### src/rtl/spd_pkg.sv
package spd_pkg;
  localparam int unsigned NUM_SPANS = 2;
  typedef enum logic {SPAN_SHORT = 1'b0, SPAN_LONG = 1'b1} span_e;
endpackage

### src/rtl/spd_span_timer.sv
module spd_span_timer #(
  parameter int unsigned CNT_W = 32,
  parameter int unsigned M_W   = 32
) (
  input  logic             clk,
  input  logic             rst_n,
  input  logic             restart_i,
  input  logic             evt_i,
  input  logic [M_W-1:0]   span_i,
  output logic             done_o,
  output logic [CNT_W-1:0] period_o
);
  localparam logic [CNT_W-1:0] CNT_MAX = {CNT_W{1'b1}};

  logic [CNT_W-1:0] clk_q, clk_d, clk_inc;
  logic [M_W-1:0]   ev_q, ev_d, span_eff;
  logic [M_W:0]     ev_nx;
  logic             last_evt;

  always_comb begin
    span_eff = (span_i == '0) ? M_W'(1) : span_i;
    clk_inc  = (clk_q == CNT_MAX) ? clk_q : clk_q + CNT_W'(1);
    ev_nx    = {1'b0, ev_q} + (M_W+1)'(1);
    last_evt = ev_nx >= {1'b0, span_eff};
    done_o   = evt_i && !restart_i && last_evt;
    period_o = clk_inc;
  end

  always_comb begin
    clk_d = clk_inc;
    ev_d  = ev_q;
    if (restart_i) begin
      clk_d = '0;
      ev_d  = '0;
    end else if (evt_i) begin
      if (last_evt) begin
        clk_d = '0;
        ev_d  = '0;
      end else begin
        ev_d = ev_nx[M_W-1:0];
      end
    end
  end

  always_ff @(posedge clk or negedge rst_n) begin
    if (!rst_n) begin
      clk_q <= '0;
      ev_q  <= '0;
    end else begin
      clk_q <= clk_d;
      ev_q  <= ev_d;
    end
  end
endmodule

### src/rtl/spd_result_hold.sv
module spd_result_hold #(
  parameter int unsigned CNT_W = 32
) (
  input  logic             clk,
  input  logic             rst_n,
  input  logic             done_i,
  input  logic [CNT_W-1:0] period_i,
  input  logic             sync_en_i,
  input  logic             strobe_i,
  output logic [CNT_W-1:0] val_o,
  output logic             vld_o
);
  logic [CNT_W-1:0] latest_q, latest_d, out_q, out_d;
  logic             have_q, have_d, vld_q, vld_d;

  always_comb begin
    latest_d = latest_q;
    have_d   = have_q;
    out_d    = out_q;
    vld_d    = 1'b0;
    if (done_i) begin
      latest_d = period_i;
      have_d   = 1'b1;
    end
    if (!sync_en_i) begin
      if (done_i) begin
        out_d = period_i;
        vld_d = 1'b1;
      end
    end else if (strobe_i && (have_q || done_i)) begin
      out_d = done_i ? period_i : latest_q;
      vld_d = 1'b1;
    end
  end

  always_ff @(posedge clk or negedge rst_n) begin
    if (!rst_n) begin
      latest_q <= '0;
      have_q   <= 1'b0;
      out_q    <= '0;
      vld_q    <= 1'b0;
    end else begin
      latest_q <= latest_d;
      have_q   <= have_d;
      out_q    <= out_d;
      vld_q    <= vld_d;
    end
  end

  assign val_o = out_q;
  assign vld_o = vld_q;
endmodule

### src/rtl/spd_period_meas.sv
module spd_period_meas #(
  parameter int unsigned CNT_W = 32,
  parameter int unsigned M_W   = 32
) (
  input  logic             clk,
  input  logic             rst_n,
  input  logic             cnt_evt,
  input  logic [M_W-1:0]   m_cfg,
  input  logic             sync_strobe,
  input  logic             sync_en,
  output logic [CNT_W-1:0] n1_val,
  output logic             n1_vld,
  output logic [CNT_W-1:0] nm_val,
  output logic             nm_vld
);
  import spd_pkg::*;

  logic       rst_meta_q, rst_sync_n;
  logic       armed_q, armed_d, restart;

  logic             span_done [NUM_SPANS];
  logic [CNT_W-1:0] span_per  [NUM_SPANS];
  logic [CNT_W-1:0] span_val  [NUM_SPANS];
  logic             span_vld  [NUM_SPANS];
  logic [M_W-1:0]   span_len  [NUM_SPANS];

  always_ff @(posedge clk or negedge rst_n) begin
    if (!rst_n) begin
      rst_meta_q <= 1'b0;
      rst_sync_n <= 1'b0;
    end else begin
      rst_meta_q <= 1'b1;
      rst_sync_n <= rst_meta_q;
    end
  end

  always_comb begin
    restart = cnt_evt && !armed_q;
    armed_d = armed_q || cnt_evt;
  end

  always_ff @(posedge clk or negedge rst_sync_n) begin
    if (!rst_sync_n) armed_q <= 1'b0;
    else             armed_q <= armed_d;
  end

  for (genvar g = 0; g < NUM_SPANS; g++) begin : g_span
    if (g == int'(SPAN_SHORT)) begin : g_short
      assign span_len[g] = M_W'(1);
    end else begin : g_long
      assign span_len[g] = m_cfg;
    end

    spd_span_timer #(.CNT_W(CNT_W), .M_W(M_W)) u_timer (
      .clk       (clk),
      .rst_n     (rst_sync_n),
      .restart_i (restart),
      .evt_i     (cnt_evt),
      .span_i    (span_len[g]),
      .done_o    (span_done[g]),
      .period_o  (span_per[g])
    );

    spd_result_hold #(.CNT_W(CNT_W)) u_hold (
      .clk       (clk),
      .rst_n     (rst_sync_n),
      .done_i    (span_done[g]),
      .period_i  (span_per[g]),
      .sync_en_i (sync_en),
      .strobe_i  (sync_strobe),
      .val_o     (span_val[g]),
      .vld_o     (span_vld[g])
    );
  end

  assign n1_val = span_val[int'(SPAN_SHORT)];
  assign n1_vld = span_vld[int'(SPAN_SHORT)];
  assign nm_val = span_val[int'(SPAN_LONG)];
  assign nm_vld = span_vld[int'(SPAN_LONG)];
endmodule

### config.mk
export PLATFORM = sky130hd
export DESIGN_NAME = spd_period_meas
export DESIGN_NICKNAME = d
export VERILOG_FILES = /design/src/rtl/spd_pkg.sv /design/src/rtl/spd_span_timer.sv /design/src/rtl/spd_result_hold.sv /design/src/rtl/spd_period_meas.sv
export SDC_FILE = /design/constraint.sdc
export NUM_CORES = 1
export LEC_CHECK = 0
export ABC_AREA = 1
export BUFFER_PORTS_ARGS = -buffer_cell sky130_fd_sc_hd__buf_4
export CAP_MARGIN = 20
export CORE_UTILIZATION = 34
export DETAILED_ROUTE_END_ITERATION = 7
export GPL_TIMING_DRIVEN = 0
export HOLD_SLACK_MARGIN = 0.08
export PLACE_DENSITY = 0.56
export SLEW_MARGIN = 40
export SYNTH_ARGS = -nofsm -noshare
export SYNTH_HDL_FRONTEND = slang
export SYNTH_SLANG_ARGS = --single-unit
### constraint.sdc
create_clock -name clk -period 7.5 [get_ports clk]
set_input_delay 0.75 -clock clk [delete_from_list [all_inputs] [get_ports clk]]
set_output_delay 0.75 -clock clk [all_outputs]
set_load 0.02 [all_outputs]
==> flow_metrics.tcl <==
set metrics [dict create \
    placer_s_final_routability_congestion_estimate 0.939 \
    fillers 4559 \
    fmax_mhz 194 \
    cts_buffer_depth 3 \
    finClkSkew_ns 0.0131 \
    hpwl_mm 31.6 \
    vdd.ir_drop.worst_v 0.000131 \
    tightest_slew_margin_relative_to_the_limit_pct 47.3 \
    core_area_um2 43000 \
    critical-path-max-stage-delay_ns 0.51 \
    grt_start_max_net_pins 42 \
    antenna_found_initial 1 \
    grt_pass1_wl_mm 69.2 \
    critical_path_required_ns 8.00 \
    worstSkewPairLatency_ns 0.57 \
    tightestPinTransition_ns 0.791 \
    synthArstFlopShare_pct 100 \
    layout-area-overhead-vs-synth_pct 18.7 \
    hp_class "reg2async" \
    critPathMostFrequentCell "nand2_1" \
    dr_wl_met3_mm 1.81 \
    hold_violations 0 \
    power.density_nw_per_um2 250 \
    synth.net_count 2123 \
    track_usage_pct 19.3 \
    post-route-period-util_pct 68.8 \
    cts_inserted_buffers 31 \
    final_design_area_no_fill_um2 17600 \
    grt-ovfl-total 0 \
    hold_slack_ns 0.223 \
    worst_path_max_delay_cell "clkbuf_1" \
    path_max_fanout 10 \
    final_critical_path_time_including_i_o_delays_and_setup_ns 5.16 \
    deepest_level_of_the_cts_h_tree 1 \
    routedWlPerCell_um 14.9 \
    post_route_cells_drive_above_1_share_pct 9.03 \
    detail_route.wirelength_mm 41.6 \
    yosysUniqueCellTypes 39 \
    synth_cell_area_um2 14800 \
    layout.nets 2265 \
    timing.final.setup_violations 0 \
    worstSetupPathType "reg2reg" \
    count_of_instances_resized_after_the_clock_tree_is_built 0 \
    totalNegativeSetupSlack_ns 0 \
    met1Wirelength_mm 19.9 \
    start_util_pct 34.4 \
    fp.dieArea_um2 44400 \
    cts-root-buf "clkbuf_16" \
    critPathCaptureType "register" \
    top_signal_layer_used "met5" \
    vias_per_cell 4.78 \
    port-buffer-count 101 \
    num_io_pins 103 \
    path_clk_slew_ns 0.06 \
    ant_nets 0 \
    synth-seq-cells 263 \
    cpLargestDelayFamily "simple AND/OR/NAND/NOR gates" \
    routed-via-count 13400 \
    drt-initial-drc-count 810 \
    floorplan.rows 76 \
    start_kind "register" \
    fp.dieW_um 211 \
    rsz0062_at_grt "no" \
    worst_ep_arrival_time_ns 5.66 \
    maxCapViolCount 0 \
    synth_seq_area_share_pct 44.5 \
    outcome "finished clean" \
    met2RoutedLength_mm 19.1 \
    placed_cell_area_um2 16400 \
    vias_in_the_first_global_route 13200 \
    antenna_cells 0 \
    syn_area_per_cell_um2 7.22 \
    floorplan.die.height_um 211 \
    count_of_clock_tree_sinks 263 \
    final_core_utilization_pct 40.9 \
    syn_inst 2049 \
    tritoncts "built" \
    number_of_warning_messages_in_the_yosys_log 0 \
    critical_path.n_buffers_inverters 3 \
    remaining_drc_errors 0 \
    synth_edf_count 0 \
    postSynth.topFlopCell "dfrtp_1" \
    total_leakage_power_nw 8.99 \
    final_max_slew_viol_count 0 \
    postCtsSetupBuffers 0 \
    power_mw 4.39 \
    drt_first_pass_iters 6 \
]
==> repair_timing <==
action / 4_1_cts / 5_1_grt
setup endpoints to repair: 0 / 0
endpoints found under the hold margin: 2 / 0
hold buffers: 1 / 0
==> cells in the final DEF, fill, tap and decap left out, types with 18 or more instances in the layout <==
master     count
nand4_1       35
xor2_1        61
o22ai_1       20
xnor2_1       18
nor3_1        38
inv_1        235
clkbuf_1      50
a21oi_1       55
dfrtp_1      262
nor4_1        22
ha_1          37
o21ai_0       31
buf_4        101
nor2_1       326
clkbuf_16     31
nand3_1      181
nand2_1      613
==> Yosys cell counts, types with 2 or more instances <==
| cell type | n | area (µm²) |
|---|---|---|
| inv_1 | 235 | 882 |
| or2_2 | 3 | 18.8 |
| buf_1 | 8 | 30.0 |
| xor2_1 | 61 | 534 |
| o21a_1 | 2 | 15.0 |
| xnor2_1 | 18 | 158 |
| buf_2 | 10 | 50.1 |
| dfrtp_1 | 263 | 6580 |
| nand3b_1 | 2 | 15.0 |
| nor2_2 | 10 | 62.6 |
| clkbuf_1 | 44 | 165 |
| o22ai_1 | 20 | 125 |
| ha_1 | 37 | 463 |
| nor4_1 | 22 | 138 |
| nand2_2 | 6 | 37.5 |
| nand4_1 | 35 | 219 |
| buf_6 | 6 | 67.6 |
| nor2_1 | 326 | 1220 |
| a211oi_1 | 3 | 22.5 |
| nor2_4 | 3 | 33.8 |
| nor3_1 | 38 | 190 |
| nand2_1 | 613 | 2300 |
| o21ai_0 | 31 | 155 |
| nand3_1 | 181 | 906 |
| a21oi_1 | 55 | 275 |
| and2_1 | 4 | 25.0 |
==> area by class of cell <==
| class | count | area (µm²) | share of cell area (%) |
|---|---|---|---|
| inverter | 236 | 886 | 5.04 |
| clock buffer | 47 | 936 | 5.33 |
| sequential | 263 | 6590 | 37.5 |
| clock inverter | 9 | 180 | 1.03 |
| timing repair buffer | 109 | 908 | 5.17 |
| buffer | 68 | 313 | 1.78 |
| multi-input combinational | 1482 | 7020 | 40.0 |
| tap | 585 | 732 | 4.17 |
==> routing by layer <==
layer | track usage [%] | up-vias
li1 | - | 6738
met1 | 27.0 | 6284
met2 | 31.6 | 295
met3 | 2.33 | 54
met4 | 4.67 | 2
met5 | 0 | -
==> state kept, by name, summed over array words and instances (netlist names) <==
register	flops
armed_q	1
g_span.u_hold.have_q	2
g_span.u_hold.latest_q	64
g_span.u_hold.val_o	64
g_span.u_hold.vld_o	2
g_span.u_timer.clk_q	64
g_span.u_timer.ev_q	64
rst_meta_q	1
rst_sync_n	1
==> metrics by stage <==
step	cells	worst slack, ns
CTS	2799	2.30
global route	2799	1.74
floorplan	2049	3.19
finish	2799	2.34
global placement	2735	1.21
detailed placement	2742	2.40
==> worst reg2reg max path: stages, from the launching register on <==
cell and delay [ns]:
dfrtp_1 0.46, nand3_1 0.14, nor3_1 0.37, nand2_1 0.16, nor2_1 0.21, nand4_1 0.15
nor2_1 0.25, nand2_1 0.11, nor2_1 0.21, nand3_1 0.13, xor2_1 0.26, inv_1 0.07
ha_1 0.29, nand2_1 0.07, nor2_1 0.05, a211oi_1 0.22, a21oi_1 0.11, nor2_1 0.13
nand2_2 0.23, nand2_2 0.28, nand2_1 0.08, nand2_1 0.08, buf_2 0.26, clkbuf_1 0.51
nand2_1 0.14, nand2_1 0.11
==> where the power goes <==
part	switching (mW)	total, mW	internal (mW)
clock network	0.614	1.64	1.03
registers	0.153	1.79	1.64
logic	0.606	0.953	0.348
==> worst paths after layout <==
check / start / to / slack [ns] / cells past startpoint
worst max-delay path: g_span[1].u_timer.ev_q[0] / g_span[1].u_hold.val_o[25] / 2.34 / 25
worst max register to register: g_span[1].u_timer.ev_q[0] / g_span[1].u_hold.val_o[25] / 2.34 / 25
worst min register to register: rst_sync_n / g_span[1].u_hold.val_o[14] / 0.22 / 0
worst min-delay path: rst_sync_n / g_span[1].u_hold.val_o[14] / 0.22 / 0
max in group asynchronous: rst_sync_n / g_span[0].u_hold.val_o[19] / 6.30 / 3
min in group clk: rst_meta_q / rst_sync_n / 0.35 / 0
==> cells by family (layout without fill, tap and decap cells) <==
family,after synthesis,in the layout,share of synthesized area (%)
other,1,1,0.0253
adders and majority gates,37,37,3.13
xor gates and xnor gates,79,79,4.68
DFF,263,263,44.5
AOI/OAI and AO/OA,116,116,4.25
and+or+nand+nor,1249,1249,35.3
buffers and inverters,304,469,8.10
Power figures use the tool's default switching activity.
